## src/rtl/pp_wd_pkg.sv

```systemverilog
package pp_wd_pkg;

  typedef enum logic {
    SEQ_IDLE = 1'b0,
    SEQ_BUSY = 1'b1
  } seq_state_t;

  typedef enum logic {
    CYC_DATA = 1'b0,
    CYC_ADDR = 1'b1
  } cyc_kind_t;

  // Watchdog length in clock cycles for a clock in MHz and a window in us.
  function automatic int wd_cycles(input int clk_mhz, input int win_us);
    return clk_mhz * win_us;
  endfunction

endpackage

```

## src/rtl/pp_hs_sync.sv

```systemverilog
module pp_hs_sync #(
  parameter int STAGES = 2
) (
  input  logic clk,
  input  logic rst_n,
  input  logic async_i,
  output logic level_o,
  output logic rise_o
);

  logic [STAGES-1:0] chain_q;
  logic              prev_q;

  for (genvar s = 0; s < STAGES; s++) begin : g_stage
    if (s == 0) begin : g_first
      always_ff @(posedge clk or negedge rst_n) begin
        if (!rst_n) chain_q[s] <= 1'b0;
        else        chain_q[s] <= async_i;
      end
    end else begin : g_next
      always_ff @(posedge clk or negedge rst_n) begin
        if (!rst_n) chain_q[s] <= 1'b0;
        else        chain_q[s] <= chain_q[s-1];
      end
    end
  end

  always_ff @(posedge clk or negedge rst_n) begin
    if (!rst_n) prev_q <= 1'b0;
    else        prev_q <= chain_q[STAGES-1];
  end

  assign level_o = chain_q[STAGES-1];
  assign rise_o  = chain_q[STAGES-1] & ~prev_q;

  // A detected edge is a single-cycle pulse.
  assert_rise_single_R4: assert property (@(posedge clk) disable iff (!rst_n)
    rise_o |=> !rise_o);

endmodule

```

## src/rtl/pp_wd_timer.sv

```systemverilog
module pp_wd_timer #(
  parameter int TERM = 2000
) (
  input  logic clk,
  input  logic rst_n,
  input  logic run_i,
  output logic expire_o
);

  localparam int CW = (TERM > 1) ? $clog2(TERM) : 1;
  localparam logic [CW-1:0] LAST = CW'(TERM - 1);

  logic [CW-1:0] cnt_q;

  always_ff @(posedge clk or negedge rst_n) begin
    if (!rst_n)             cnt_q <= '0;
    else if (!run_i)        cnt_q <= '0;
    else if (cnt_q != LAST) cnt_q <= cnt_q + 1'b1;
  end

  assign expire_o = run_i && (cnt_q == LAST);

  assert_cnt_bound_R5: assert property (@(posedge clk) disable iff (!rst_n)
    cnt_q <= LAST);

  assert_cnt_step_R5: assert property (@(posedge clk) disable iff (!rst_n)
    (run_i && !expire_o) |=> (cnt_q == $past(cnt_q) + 1'b1));

endmodule

```

## src/rtl/pp_wr_seq.sv

```systemverilog
module pp_wr_seq
  import pp_wd_pkg::*;
#(
  parameter int DATA_W = 8
) (
  input  logic              clk,
  input  logic              rst_n,
  input  logic              host_valid,
  input  logic              host_is_addr,
  input  logic [DATA_W-1:0] host_data,
  output logic              host_ready,
  input  logic              hs_rise,
  input  logic              wd_expire,
  output logic              busy_o,
  output logic              timeout_evt_o,
  output logic [DATA_W-1:0] pp_data_o,
  output logic              pp_addr_stb_n,
  output logic              pp_data_stb_n,
  output logic              pp_write_n
);

  seq_state_t        state_q;
  cyc_kind_t         kind_q;
  logic [DATA_W-1:0] data_q;
  logic              accept;
  logic              end_now;

  assign accept  = (state_q == SEQ_IDLE) && host_valid;
  assign end_now = (state_q == SEQ_BUSY) && (hs_rise || wd_expire);

  always_ff @(posedge clk or negedge rst_n) begin
    if (!rst_n) begin
      state_q <= SEQ_IDLE;
      kind_q  <= CYC_DATA;
      data_q  <= '0;
    end else begin
      case (state_q)
        SEQ_IDLE: if (accept) begin
          state_q <= SEQ_BUSY;
          kind_q  <= host_is_addr ? CYC_ADDR : CYC_DATA;
          data_q  <= host_data;
        end
        SEQ_BUSY: if (end_now) state_q <= SEQ_IDLE;
        default:  state_q <= SEQ_IDLE;
      endcase
    end
  end

  assign busy_o        = (state_q == SEQ_BUSY);
  assign host_ready    = (state_q == SEQ_IDLE);
  assign timeout_evt_o = busy_o && wd_expire && !hs_rise;
  assign pp_data_o     = data_q;
  assign pp_addr_stb_n = !(busy_o && kind_q == CYC_ADDR);
  assign pp_data_stb_n = !(busy_o && kind_q == CYC_DATA);
  assign pp_write_n    = !busy_o;

  assert_accept_strobe_R2: assert property (@(posedge clk) disable iff (!rst_n)
    (host_valid && host_ready) |=> (!pp_addr_stb_n || !pp_data_stb_n));

  assert_data_hold_R2: assert property (@(posedge clk) disable iff (!rst_n)
    (busy_o && !end_now) |=> $stable(pp_data_o));

  assert_ready_low_R3: assert property (@(posedge clk) disable iff (!rst_n)
    (busy_o && !end_now) |=> !host_ready);

  assert_hs_ends_R4: assert property (@(posedge clk) disable iff (!rst_n)
    (busy_o && hs_rise) |=> (host_ready && pp_write_n));

endmodule

```

## src/rtl/pp_tout_flag.sv

```systemverilog
module pp_tout_flag #(
  parameter int CSR_W = 8
) (
  input  logic             clk,
  input  logic             rst_n,
  input  logic             set_i,
  input  logic             csr_we,
  input  logic [CSR_W-1:0] csr_wdata,
  output logic [CSR_W-1:0] status_o
);

  logic flag_q;
  logic clr_req;

  assign clr_req = csr_we && csr_wdata[0];

  always_ff @(posedge clk or negedge rst_n) begin
    if (!rst_n)       flag_q <= 1'b0;
    else if (set_i)   flag_q <= 1'b1;
    else if (clr_req) flag_q <= 1'b0;
  end

  assign status_o = {{(CSR_W-1){1'b0}}, flag_q};

  assert_flag_set_R7: assert property (@(posedge clk) disable iff (!rst_n)
    set_i |=> status_o[0]);

  assert_flag_sticky_R8: assert property (@(posedge clk) disable iff (!rst_n)
    (status_o[0] && !clr_req) |=> status_o[0]);

  assert_flag_clear_R8: assert property (@(posedge clk) disable iff (!rst_n)
    (clr_req && !set_i) |=> !status_o[0]);

endmodule

```

## src/rtl/pp_wr_watchdog.sv

```systemverilog
module pp_wr_watchdog
  import pp_wd_pkg::*;
#(
  parameter int CLK_MHZ     = 200,
  parameter int WD_US       = 10,
  parameter int DATA_W      = 8,
  parameter int CSR_W       = 8,
  parameter int SYNC_STAGES = 2
) (
  input  logic              clk,
  input  logic              rst_n,
  input  logic              host_valid,
  output logic              host_ready,
  input  logic              host_is_addr,
  input  logic [DATA_W-1:0] host_data,
  output logic [DATA_W-1:0] pp_data_o,
  output logic              pp_addr_stb_n,
  output logic              pp_data_stb_n,
  output logic              pp_write_n,
  input  logic              pp_hs_n,
  input  logic              csr_we,
  input  logic [CSR_W-1:0]  csr_wdata,
  output logic [CSR_W-1:0]  status_o
);

  localparam int WD_CYCLES = wd_cycles(CLK_MHZ, WD_US);

  logic hs_level;
  logic hs_rise;
  logic busy;
  logic wd_expire;
  logic timeout_evt;

  pp_hs_sync #(.STAGES(SYNC_STAGES)) u_sync (
    .clk     (clk),
    .rst_n   (rst_n),
    .async_i (pp_hs_n),
    .level_o (hs_level),
    .rise_o  (hs_rise)
  );

  pp_wd_timer #(.TERM(WD_CYCLES)) u_timer (
    .clk      (clk),
    .rst_n    (rst_n),
    .run_i    (busy),
    .expire_o (wd_expire)
  );

  pp_wr_seq #(.DATA_W(DATA_W)) u_seq (
    .clk           (clk),
    .rst_n         (rst_n),
    .host_valid    (host_valid),
    .host_is_addr  (host_is_addr),
    .host_data     (host_data),
    .host_ready    (host_ready),
    .hs_rise       (hs_rise),
    .wd_expire     (wd_expire),
    .busy_o        (busy),
    .timeout_evt_o (timeout_evt),
    .pp_data_o     (pp_data_o),
    .pp_addr_stb_n (pp_addr_stb_n),
    .pp_data_stb_n (pp_data_stb_n),
    .pp_write_n    (pp_write_n)
  );

  pp_tout_flag #(.CSR_W(CSR_W)) u_flag (
    .clk       (clk),
    .rst_n     (rst_n),
    .set_i     (timeout_evt),
    .csr_we    (csr_we),
    .csr_wdata (csr_wdata),
    .status_o  (status_o)
  );

  // Handshake edge at the expiry point wins: no flag from that cycle.
  assert_hs_priority_R6: assert property (@(posedge clk) disable iff (!rst_n)
    (busy && hs_rise && !status_o[0] && !csr_we) |=> !status_o[0]);

  // A cycle that is still running never outlives the watchdog: expiry releases it.
  assert_expire_ends_R5: assert property (@(posedge clk) disable iff (!rst_n)
    (busy && wd_expire) |=> host_ready);

  // hs_level is used only through its edge; an idle level must not start anything.
  assert_idle_quiet_R11: assert property (@(posedge clk) disable iff (!rst_n)
    (host_ready && !host_valid && hs_level) |=> host_ready);

endmodule

```

## config.mk

```make
export PLATFORM = sky130hd
export DESIGN_NAME = pp_wr_watchdog
export DESIGN_NICKNAME = d
export VERILOG_FILES = /design/src/rtl/pp_wd_pkg.sv /design/src/rtl/pp_hs_sync.sv /design/src/rtl/pp_wd_timer.sv /design/src/rtl/pp_wr_seq.sv /design/src/rtl/pp_tout_flag.sv /design/src/rtl/pp_wr_watchdog.sv
export SDC_FILE = /design/constraint.sdc
export NUM_CORES = 1
export LEC_CHECK = 0
export BUFFER_PORTS_ARGS = -buffer_cell sky130_fd_sc_hd__buf_4
export CAP_MARGIN = 20
export CORE_MARGIN = 2
export CORE_UTILIZATION = 51
export DETAILED_ROUTE_END_ITERATION = 10
export HOLD_SLACK_MARGIN = 0.02
export PLACE_DENSITY = 0.86
export SLEW_MARGIN = 20
export SYNTH_ARGS = -nofsm -noshare
export SYNTH_HDL_FRONTEND = slang
export SYNTH_SLANG_ARGS = --single-unit
```

## constraint.sdc

```tcl
create_clock -name clk -period 3.9 [get_ports clk]
set_input_delay 0.195 -clock clk [delete_from_list [all_inputs] [get_ports clk]]
set_output_delay 0.195 -clock clk [all_outputs]
set_load 0.01 [all_outputs]
```

==> impl_metrics.env <==
export IMPL_num_io_pins=42
export IMPL_num_rows=17
export IMPL_endpoint_kind="flop"
export IMPL_synth_edf_count=0
export IMPL_grt_pass1_wl_um=3590
export IMPL_whs_ps=79.6
export IMPL_crit_start="u_seq.busy_o"
export IMPL_initial_core_util_pct=53.0
export IMPL_ys_flop_type="dfrtp_1"
export IMPL_layoutNonFillerInstCount=158
export IMPL_setup_violations=0
export IMPL_root_buffer="clkbuf_4"
export IMPL_ys_seq_elements=25
export IMPL_timing_final_crit_share_pct=44.3
export IMPL_vias=865
export IMPL_clock_sinks=25
export IMPL_worstHoldPathType="in2reg"
export IMPL_async_flop_share_pct=100
export IMPL_grt_pass1_vias=876
export IMPL_hpwl_um=1540
export IMPL_die_h_um=51.5
export IMPL_clkTransAtPathRegs_ps=130
export IMPL_finalHoldViolCount=0
export IMPL_path_delay_family="simple AND/OR/NAND/NOR gates"
export IMPL_io_buffers=27
export IMPL_drc_errors=0
export IMPL_die_x_um=51.5
export IMPL_slew_viol_final=0
export IMPL_maxCapViolCount=0
export IMPL_max_freq_mhz=578
export IMPL_post_route_util_pct=63.7
export IMPL_synthToLayoutAreaGrowth_pct=20.1
export IMPL_grt_max_degree=26
export IMPL_place_area_mm2=0.00134
export IMPL_p_leak_nw=0.615
export IMPL_antenna_found_initial=0
export IMPL_drt_initial_drc_count=15
export IMPL_synth_area_per_cell_um2=11.3
export IMPL_outcome="complete, no violations"
export IMPL_drive_gt1_share_pct=30.0
export IMPL_drt_wirelength_per_cell_um=13.3
export IMPL_cts_setup_buffers=0
export IMPL_track_usage_pct=18.6
export IMPL_nFillCells=188
export IMPL_overflow=0
export IMPL_cts_buffers_inserted=3
export IMPL_slowest_stage="nor2b_1"
export IMPL_crit_path_cell_trace="nor2b_1 -> mux2_2"
export IMPL_synthesis_area_mm2=0.00115
export IMPL_crit_path_start_kind="flop"
export IMPL_post_route_min_period_ps=1730
export IMPL_ys_seq_area_share_pct=54.4
export IMPL_r2r_start="u_seq.busy_o"
export IMPL_cp_required_ps=4130
export IMPL_vias_per_cell=5.47
export IMPL_finalPower_mw=0.663
export IMPL_hold_buffers=2
export IMPL_fin_skew_ps=3.90
export IMPL_path_class="reg2reg"
export IMPL_ant_nets=0
export IMPL_clk_path_buf_depth=2
export IMPL_gp_congestion=0.813
export IMPL_rsz0062_at_grt="no"
export IMPL_coreArea_mm2=0.00217
export IMPL_post_cts_resized=0
export IMPL_antennaDiodeCount=0
export IMPL_power_density_mw_per_mm2=480
export IMPL_htree_num_levels=1
export IMPL_vdd_drop_max_uv=381
export IMPL_tns_ps=0
export IMPL_cp_max_fo=11
export IMPL_syn_instance_count=102
export IMPL_setup_slack_ps=2170
export IMPL_hold_start="host_data[5]"
export IMPL_fin_nets=154
export IMPL_worstPathArrival_ps=1950
export IMPL_dp_cells=152
export IMPL_tightest_slew_ps=832
export IMPL_drtPass1Iterations=4
export IMPL_slew_headroom_pct=44.4
export IMPL_worst_path_buf_inv=0
export IMPL_insertion_delay_ps=320
export IMPL_place_worst_setup_slack_ps=2180
export IMPL_synth_cell_types=27
export IMPL_postLayoutCellArea_mm2=0.00138
export IMPL_dieArea_mm2=0.00265
export IMPL_yosysWarningCount=0
export IMPL_cts_tree="built"
export IMPL_max_stage_delay_ps=700
export IMPL_routed_wl_um=2100
per-layer routing:
metal | track usage, % | wire length [um] | vias up
li1 | - | - | 407
met1 | 22.4 | 897 | 427
met2 | 31.6 | 1050 | 26
met3 | 3.51 | 100 | 5
met4 | 9.21 | 45 | 0
met5 | 0 | 0 | -
worst reg2reg max path: stages (launching register included):
cell	delay [ps]
dfrtp_1	520
nor2b_1	700
mux2_2	410
flip-flops by register name (all words and copies together), names as in the netlist:
name and count:
u_flag.flag_q 1, u_sync.chain_q 1, u_seq.kind_q 1, u_sync.level_o 1, u_sync.prev_q 1, u_seq.pp_data_o 8
u_seq.busy_o 1, u_timer.cnt_q 11
power by group:
| group | switching (mW) | total [mW] | leakage, nW | internal [mW] |
|---|---|---|---|---|
| clock network | 0.0752 | 0.115 | 0.0150 | 0.0401 |
| registers | 0.0420 | 0.352 | 0.316 | 0.310 |
| logic | 0.0876 | 0.195 | 0.284 | 0.107 |
| total | 0.205 | 0.663 | 0.615 | 0.458 |
cells in the mapped netlist (2+ instances only):
library cell,number,share of area (%)
o31ai_1,5,3.3
dfrtp_1,25,54
a31oi_1,2,1.1
or4_1,4,2.6
a21oi_1,7,3.0
inv_1,2,0.65
mux2_1,3,2.9
o21ai_0,5,2.2
or3_1,2,1.1
nand3_1,4,1.7
buf_4,9,5.9
clkbuf_1,2,0.65
mux2i_1,2,1.7
nand2b_1,3,1.6
mux2_2,6,5.9
nand2_1,10,3.3
final cells by class:
| cell class | count | area, um2 | share of cell area [%] |
|---|---|---|---|
| clock buffer | 4 | 26.3 | 1.90 |
| inverter | 3 | 11.3 | 0.815 |
| sequential | 25 | 626 | 45.3 |
| tap | 28 | 35.0 | 2.54 |
| multi-input combinational | 69 | 460 | 33.3 |
| timing repair buffer | 29 | 223 | 16.1 |
path summary, 6_finish.rpt:
check | slack, ps | cells past startpoint | end
worst max-delay path | 2170 | 2 | u_seq.pp_data_o[4]
worst min-delay path | 80 | 2 | u_seq.pp_data_o[5]
worst max register to register | 2170 | 2 | u_seq.pp_data_o[4]
worst min register to register | 370 | 0 | u_sync.level_o
max in group asynchronous | 3370 | 2 | u_seq.pp_data_o[0]
min in group asynchronous | 290 | 2 | u_timer.cnt_q[5]
cells by family (layout without fill, tap and decap cells):
logic type | after synthesis | count (layout) | share of synthesized area [%]
buffers and inverters | 14 | 36 | 7.51
other | 1 | 7 | 0.326
adder cells (fa/ha/maj) | 1 | 1 | 1.09
multiplexers | 11 | 11 | 10.6
AND/OR/NAND/NOR | 29 | 29 | 15.5
AO/OA/AOI/OAI | 21 | 21 | 10.7
flip-flops | 25 | 25 | 54.4
cell usage in the layout, fill, tap and decap left out:
master         instances
mux2_2                 6
nand4_2                1
clkinv_1               1
or3_1                  2
dfrtp_1               25
o21ai_0                5
o21bai_1               1
buf_4                 27
o31ai_1                5
mux2_1                 3
clkbuf_4               3
dlygate4sd3_1          2
nor4_2                 1
mux2i_1                2
nand2b_1               3
or4_4                  1
o21ai_1                1
and3_1                 1
nand3_1                4
a21oi_1                7
and4b_1                1
clkbuf_1               1
ha_1                   1
a31oi_1                2
nor2b_1                1
nand2_1               10
or4_1                  4
inv_1                  2
conb_1                 7
Note: power is estimated with default switching activity, not from simulation.
